`config.mk`:
```
export PLATFORM = sky130hd
export DESIGN_NAME = reset_conditioner
export DESIGN_NICKNAME = d
export VERILOG_FILES = /design/src/rtl/reset_conditioner.sv
export SDC_FILE = /design/constraint.sdc
export NUM_CORES = 1
export LEC_CHECK = 0
export ABC_AREA = 1
export CAP_MARGIN = 20
export CORE_AREA = 3 3 40 42
export CTS_CLUSTER_DIAMETER = 40
export CTS_CLUSTER_SIZE = 40
export DETAILED_ROUTE_END_ITERATION = 8
export DIE_AREA = 0 0 43 45
export GPL_TIMING_DRIVEN = 0
export PLACE_DENSITY = 0.48
export SLEW_MARGIN = 30
export SYNTH_ARGS = -nofsm -noshare
export SYNTH_HDL_FRONTEND = slang
export SYNTH_SLANG_ARGS = --single-unit
```
`constraint.sdc`:
```
create_clock -name clk -period 1.1 [get_ports clk]
set_input_delay 0.165 -clock clk [delete_from_list [all_inputs] [get_ports clk]]
set_output_delay 0.165 -clock clk [all_outputs]
set_load 0.1 [all_outputs]
```
`src/rtl/reset_conditioner.sv`:
```
module reset_conditioner #(
  parameter int FILT_LEN = 2,
  parameter int COPIES   = 4
) (
  input  logic              clk,
  input  logic              rst_raw_i,
  input  logic              filt_en_i,
  output logic [COPIES-1:0] rst_o
);
  localparam int CW = $clog2(FILT_LEN + 2);

  logic [1:0]    sync_q = 2'b11;
  logic [CW-1:0] run_q  = '0;
  logic          held_q = 1'b1;

  wire differ   = sync_q[1] ^ held_q;
  wire at_limit = (run_q == CW'(FILT_LEN));
  wire filt_nxt = (differ && at_limit) ? sync_q[1] : held_q;
  wire copy_nxt = filt_en_i ? filt_nxt : sync_q[0];

  always_ff @(posedge clk) begin
    sync_q <= {sync_q[0], rst_raw_i};
    held_q <= copy_nxt;
    if (filt_en_i && differ && !at_limit) run_q <= run_q + 1'b1;
    else                                  run_q <= '0;
  end

  for (genvar g = 0; g < COPIES; g++) begin : g_copy
    logic q = 1'b1;
    always_ff @(posedge clk) q <= copy_nxt;
    assign rst_o[g] = q;
  end
endmodule


```
### Word level (Yosys, flattened, before mapping)

Index checks and enable logic that the tools add are counted.

| word-level totals | value |
|---|---|
| bits of input ports | 3 |
| memories kept | 0 |
| register bits | 5 |
| output and inout port bits | 4 |
| memory bits (writable) | 0 |
| ROM bits | 0 |
| latch bits | 0 |

| cells by class | value |
|---|---|
| multipliers | 0 |
| $lt $le $gt $ge | 0 |
| divide/modulo/power cells | 0 |
| $add $sub $neg | 1 |
| reductions and logical operators | 4 |
| equality and inequality tests | 2 |
| shift-type cells | 0 |
| bitwise logic cells | 1 |
| mux-type cells | 2 |

Operators with widths:

| cell | number |
|---|---|
| 1-bit logical AND | 3 |
| 2-bit by 1-bit adder with 2-bit output (second input constant) | 1 |
| 2-bit equality test (second input constant) | 1 |
| 1-bit two-way mux | 2 |
| 2-bit by 1-bit inequality test with 1-bit output (second input constant) | 1 |
| 1-bit zero test | 1 |
| 1-bit XOR | 1 |

### Depth between registers and ports, before layout

Gate-level depths: netlist (run 1).

| logic depth | value |
|---|---|
| word-level depth | 4 |
| depth in mapped cells | 5 |
| gate-level depth less buffers | 5 |

### Worst setup path before layout (run 1)

Ideal clock, no wire load.

| path | value |
|---|---|
| kind | reg-to-reg |
| start point | reg g_copy[3].q (netlist name) |
| end point | reg g_copy[3].q, enable pin |
| required time | 809 ps |
| setup time | 291 ps |
| slack | 133 ps |
| stages on the path, launching flop included | 4 |
| data arrival time | 676 ps |
| cell sequence | edfxtp_1 -> nand2_1 -> nand3_1 -> nand2_1 |

RTL lines:

| what | line | RTL |
|---|---|---|
| end signal, assigned | 30 | `always_ff @(posedge clk) q <= copy_nxt;` |
| end, declared | 29 | `logic q = 1'b1;` |

==> results of run 1 <==
-- routing by layer --
| metal | GRT usage, % | up-vias | share of wire, % |
|---|---|---|---|
| met5 | 0 | - | 0 |
| met4 | 5.42 | 0 | 0 |
| met3 | 2.39 | 0 | 8.9 |
| met2 | 9.28 | 6 | 56 |
| met1 | 4.11 | 77 | 34 |
| li1 | - | 90 | - |
-- kinds of logic after synthesis --
kind of cell               after synthesis  synth area share (%)
DFF                                      5                  49.2
buffers and inverters                    8                  20.1
adders and majority gates                1                  5.59
and+or+nand+nor                          9                  22.9
AOI/OAI and AO/OA                        1                  2.23
-- critical path, cell delays in order (launching register included) --
cell and delay (ps):
edfxtp_1 440, buf_4 180, buf_12 160
-- power groups by stage --
stage | Sequential (mW) | Clock [mW] | Combinational [mW]
2_1_floorplan | 0.211 | 0 | 0.126
3_3_place_gp | 0.212 | 0 | 0.156
3_5_place_dp | 0.214 | 0 | 0.159
4_1_cts | 0.209 | 0.219 | 0.195
5_1_grt | 0.211 | 0.229 | 0.203
6_report | 0.209 | 0.206 | 0.194
-- repair_timing --
| item | CTS | global route |
|---|---|---|
| setup buffers | 1 | 0 |
| endpoints found under the setup margin | 4 | 5 |
| gates resized for setup | 36 | 0 |
| pin swaps | 0 | 1 |
-- area by class of cell --
cell class,instances,share of cell area [%]
Sequential cell,5,29.2
Timing Repair Buffer,7,28.6
Multi-Input combinational cell,11,18.3
Buffer,4,7.97
Clock buffer,4,6.98
Tap cell,15,4.98
Inverter,4,3.99
-- through the flow --
stage          hold slack, ps  cell area (um^2)
2_1_floorplan             193               224
5_1_grt                   365               377
3_3_place_gp              336               303
4_1_cts                   356               377
6_report                  351               377
3_5_place_dp              345               303
-- path summary, 6_finish.rpt --
check	to	slack, ps	cells past startpoint
worst max-delay path	rst_o[0]	-80	2
worst min register to register	sync_q[1]	350	0
worst min-delay path	sync_q[1]	350	0
worst max register to register	g_copy[3].q	-50	4
-- synthesized netlist by cell type --
cell type,instances,area share (%)
ha_1,1,5.6
inv_2,2,3.4
buf_4,4,13
nor2_4,1,5.0
nand2_2,1,2.8
nand3_1,1,2.2
o21ai_0,1,2.2
inv_1,2,3.4
dfxtp_1,4,36
edfxtp_1,1,13
nand2_1,3,5.0
nand3_2,1,4.5
nor2_1,2,3.4
-- cell usage in the layout, fill, tap and decap left out, drive strengths merged --
| cell | n |
|---|---|
| buf | 9 |
| clkbuf | 4 |
| clkdlybuf4s50 | 2 |
| dfxtp | 4 |
| edfxtp | 1 |
| ha | 1 |
| inv | 4 |
| nand2 | 4 |
| nand3 | 2 |
| nor2 | 3 |
| o21ai | 1 |
-- state kept, by name, indices dropped and copies added (netlist names) --
register,flops
run_q,2
sync_q,2
g_copy.q,1
==> metrics.md, run 1 <==
| Metric | Value |
|---|---|
| Outcome | `finished, violations left` |
| Failing checks | `setup timing` |
| First-pass GRT wire length | `around 700 um` |
| Int Power | `between 0.4 and 0.5 mW` |
| PortBufs | `6` |
| RD Place Congestion | `0.538` |
| Net Sw Frac | `31.8%` |
| Max Clock Skew | `4.92 ps` |
| F_max | `between 800 and 900 MHz` |
| Library cells used by synthesis | `13` |
| Clock latency on the worst-skew pair | `240 ps` |
| Largest net degree at the start of global routing | `6` |
| Period utilization | `107%` |
| Fraction of layout cells with a size suffix above 1 | `about half` |
| Critical path type | `reg2out` |
| Root Driver | `clkbuf_4` |
| Syn Nets | `28` |
| Combinational share of power | `a little under a third` |
| Area Overhead vs Synth | `68.2%` |
| Critical path startpoint category | `register` |
| Hold buffers post-CTS | `0` |
| RSZ-0062 raised after global routing | `true` |
| Pre-CTS WS | `-752 ps` |
| Sw power | `0.194 mW` |
| Post-Syn Instances | `24` |
| Utilization after layout | `29.3%` |
| Starting Density | `17.4%` |
| Num CTS Buffers | `3` |
| PwrDens | `1620 nW/um^2` |
| TritonCTS clock tree | `built` |
| Setup TNS | `-351 ps` |
| Mean Syn Cell Area | `9.33 um^2` |
| Worst setup path startpoint | `g_copy[3].q` |
| Worst hold path class | `reg2reg` |
| DRC violations left | `0` |
| Maximum vdd drop | `0.637 mV` |
| DR WL/cell | `7.60 um` |
| Clock Sinks | `5` |
| Core ar. | `1280 um^2` |
| Leak | `roughly 0.18 nW` |
| Min-delay src | `sync_q[0]` |
| Critical Path AT | `1010 ps` |
| Initial DRC count | `0` |
| # diodes | `0` |
| GRT Overall Usage | `5.25%` |
| Vias in the first global route | `199` |
| Initial antenna violation count | `0` |
| CP Max Fanout | `5` |
| Yosys reg bits | `5` |
| Yosys warning total | `0` |
| Sequential area share after synthesis | `49.2%` |
| Multi-input gate area | `a little under 70 um^2` |
| Final hold vios | `0` |
| Final net count | `40` |
| Vias | `173` |
| Congestion Overflow GR | `0` |
| PnR Total Power | `roughly 0.61 mW` |
| CTS max path bufs | `2` |
| DIE AREA | `approximately 1900 um^2` |
| Worst-path clk slew | `40 ps` |
| Fin cells | `50` |
| FF/Latch Area | `110 um^2` |
| Die W | `43 um` |
| Detailed placer's ending HPWL | `296 um` |
| H-tree Lvls | `1` |
| ANT nets after route | `0` |
| I/O pin count | `7` |
| Final Max Slew Viols | `0` |
| Placed Cells | `45` |
| Worst Tran Pin Value | `156 ps` |
| Seq pwr share | `about a third` |
| Die height | `between 40 and 50 um` |
| Worst reg2reg startpoint | `g_copy[3].q` |
| Final number of setup-violating endpoints | `5` |
| Iteration count of the initial detailed-routing pass | `1` |
| Setup ws final | `-75.4 ps` |
| Crit end category | `primary output` |
| Fill cells | `approximately 140` |
| Synthesized area | `224 um^2` |
| Max-Cap Viols | `0` |
| Minimum clock period | `1180 ps` |
| Via/cell ratio | `3.46` |
| FP Rows | `13` |
| Clock Power Share | `33.8%` |
| Total wire length | `380 um` |
| Slew Limit Headroom | `between 80% and 90%` |
| Worst EP required | `~940 ps` |
No activity file was read; power rests on OpenSTA's default activity.
==> run 2: changes to the inputs <==
--- a/config.mk
+++ b/config.mk
@@ -14,7 +14,6 @@
 export DIE_AREA = 0 0 43 45
 export GPL_TIMING_DRIVEN = 0
 export PLACE_DENSITY = 0.48
-export SLEW_MARGIN = 30
 export SYNTH_ARGS = -nofsm -noshare
 export SYNTH_HDL_FRONTEND = slang
 export SYNTH_SLANG_ARGS = --single-unit
==> results of run 2 <==
No change in the layout: final DEF, timing and power equal those of run 1.
==> run 3: changes to the inputs <==
--- a/config.mk
+++ b/config.mk
@@ -7,11 +7,11 @@
 export LEC_CHECK = 0
 export ABC_AREA = 1
 export CAP_MARGIN = 20
-export CORE_AREA = 3 3 40 42
+export CORE_AREA = 2 2 39 41
 export CTS_CLUSTER_DIAMETER = 40
 export CTS_CLUSTER_SIZE = 40
 export DETAILED_ROUTE_END_ITERATION = 8
-export DIE_AREA = 0 0 43 45
+export DIE_AREA = 0 0 41 43
 export GPL_TIMING_DRIVEN = 0
 export PLACE_DENSITY = 0.48
 export SYNTH_ARGS = -nofsm -noshare
==> metrics.md, run 3 (same netlist as run 1, synthesis figures left out) <==
| Metric | Value |
|---|---|
| Total wire length | `313 um (-18%)` |
| Clock latency on the worst-skew pair | `240 ps (about the same)` |
| Placed Cells | `46 (+2.2%)` |
| Minimum clock period | `1170 ps (-8.46 ps)` |
| PortBufs | `6 (unchanged)` |
| Commonest non-fill, non-tap cell in the layout | `buf_4` |
| Worst-path clk slew | `40 ps (about the same)` |
| Worst Tran Pin Value | `153 ps (-2.18 ps)` |
| DR WL/cell | `6.14 um (-19%)` |
| Root Driver | `clkbuf_4` |
| H-tree Lvls | `1 (unchanged)` |
| Area Overhead vs Synth | `69.8%` |
| PwrDens | `1600 nW/um^2 (-0.77%)` |
| Die W | `41 um (-4.7%)` |
| Detailed placer's ending HPWL | `215 um (-27%)` |
| Top Registers | `run_q (2), sync_q (2), g_copy.q (1)` |
| Clock Sinks | `5 (unchanged)` |
| Final hold vios | `0 (unchanged)` |
| Crit end category | `primary output` |
| Period utilization | `106% (-0.77 points)` |
| Initial antenna violation count | `0 (unchanged)` |
| Utilization after layout | `27.5% (-1.8 points)` |
| Leak | `0.176 nW (+0.19%)` |
| Slew Limit Headroom | `89.8% (+0.26 points)` |
| F_max | `857 MHz (+0.72%)` |
| Final number of setup-violating endpoints | `5 (unchanged)` |
| Max-Cap Viols | `0 (unchanged)` |
| DIE AREA | `1760 um^2 (-8.9%)` |
| Fin cells | `51 (+2.0%)` |
| CP Max Fanout | `5 (unchanged)` |
| Critical path startpoint category | `register` |
| First-pass GRT wire length | `579 um (-18%)` |
| Worst EP required | `940 ps (about the same)` |
| Maximum vdd drop | `0.533 mV (-16%)` |
| Die height | `43 um (-4.4%)` |
| ANT nets after route | `0 (unchanged)` |
| Congestion Overflow GR | `0 (unchanged)` |
| Fraction of layout cells with a size suffix above 1 | `51.4% (+2.9 points)` |
| Iteration count of the initial detailed-routing pass | `4 (+3)` |
| PnR Total Power | `0.610 mW (+0.22%)` |
| Setup ws final | `-67.0 ps (+8.46 ps)` |
| RD Place Congestion | `0.619 (+15%)` |
| Vias in the first global route | `155 (-22%)` |
| Vias | `170 (-1.7%)` |
| DRC violations left | `0 (unchanged)` |
| # diodes | `0 (unchanged)` |
| TritonCTS clock tree | `built` |
| Largest net degree at the start of global routing | `6 (unchanged)` |
| RSZ-0062 raised after global routing | `true` |
| Critical Path AT | `1000 ps (about the same)` |
| I/O pin count | `7 (unchanged)` |
| Initial DRC count | `2 (+2)` |
| Most frequent cells in the layout | `buf_4, buf_12, dfxtp_1` |
| Final net count | `40 (unchanged)` |
| Via/cell ratio | `3.33 (-3.7%)` |
| Worst hold path class | `reg2reg` |
| Max Clock Skew | `3.94 ps (-0.973 ps)` |
| Core ar. | `1380 um^2 (+7.7%)` |
| Failing checks | `setup timing` |
| CTS max path bufs | `2 (unchanged)` |
| Critical path type | `reg2out` |
| Num CTS Buffers | `3 (unchanged)` |
| Final Max Slew Viols | `0 (unchanged)` |
| Starting Density | `16.2% (-1.2 points)` |
| FP Rows | `14 (+1)` |
| Outcome | `finished, violations left` |
| GRT Overall Usage | `6.03% (+0.78 points)` |
==> run 3: cell counts in the layout (fill, tap and decap cells not counted) <==
Identical to the previous run, type by type.
==> run 3: where the power goes <==
part / internal, mW / switching [mW] / total (mW)
logic: 0.0772 / 0.116 / 0.193
clock network: 0.137 / 0.0713 / 0.208
registers: 0.202 / 0.00756 / 0.209
total: 0.416 / 0.195 / 0.610
==> run 3: final timing paths <==
path,end,slack [ps],depth (start not counted),start
max,rst_o[2],-70,2,g_copy[3].q
min,sync_q[1],350,0,sync_q[0]
max reg2reg,g_copy[3].q,-10,4,g_copy[3].q
min reg2reg,sync_q[1],350,0,sync_q[0]
==> run 3: worst max-delay path: stages (launching register included) <==
cell      delay [ps]
edfxtp_1         430
buf_4            170
buf_12           160
==> run 3: cell type report <==
cell class	instances	area, um^2
fill	146	1000
timing repair buffer	7	108
clock buffer	4	26.3
tap	16	20.0
buffer	4	30.0
multi-input combinational	11	71.3
sequential	5	110
inverter	4	15.0
==> run 3: timing repair <==
action	4_1_cts	5_1_grt
hold buffers	0	0
resized for setup	36	1
setup buffers	1	0
hold endpoints to repair	0	0
setup endpoints to repair	4	5
==> run 3: metrics by stage <==
| stage | hold WS, ps | setup TNS [ps] | area [um^2] | setup WS (ps) |
|---|---|---|---|---|
| after floorplan | 193 | 0 | 224 | 133 |
| after global placement | 336 | -2890 | 304 | -722 |
| after detailed placement | 341 | -2910 | 304 | -728 |
| after CTS | 351 | -300 | 378 | -68.2 |
| after global routing | 363 | -525 | 380 | -114 |
| final | 352 | -275 | 380 | -67.0 |
==> run 3: metal layers <==
layer | track usage [%] | share of wire, %
met2 | 5.94 | 51
met5 | 0 | 0
met3 | 4.71 | 8.0
met4 | 10.0 | 2.6
met1 | 5.48 | 38
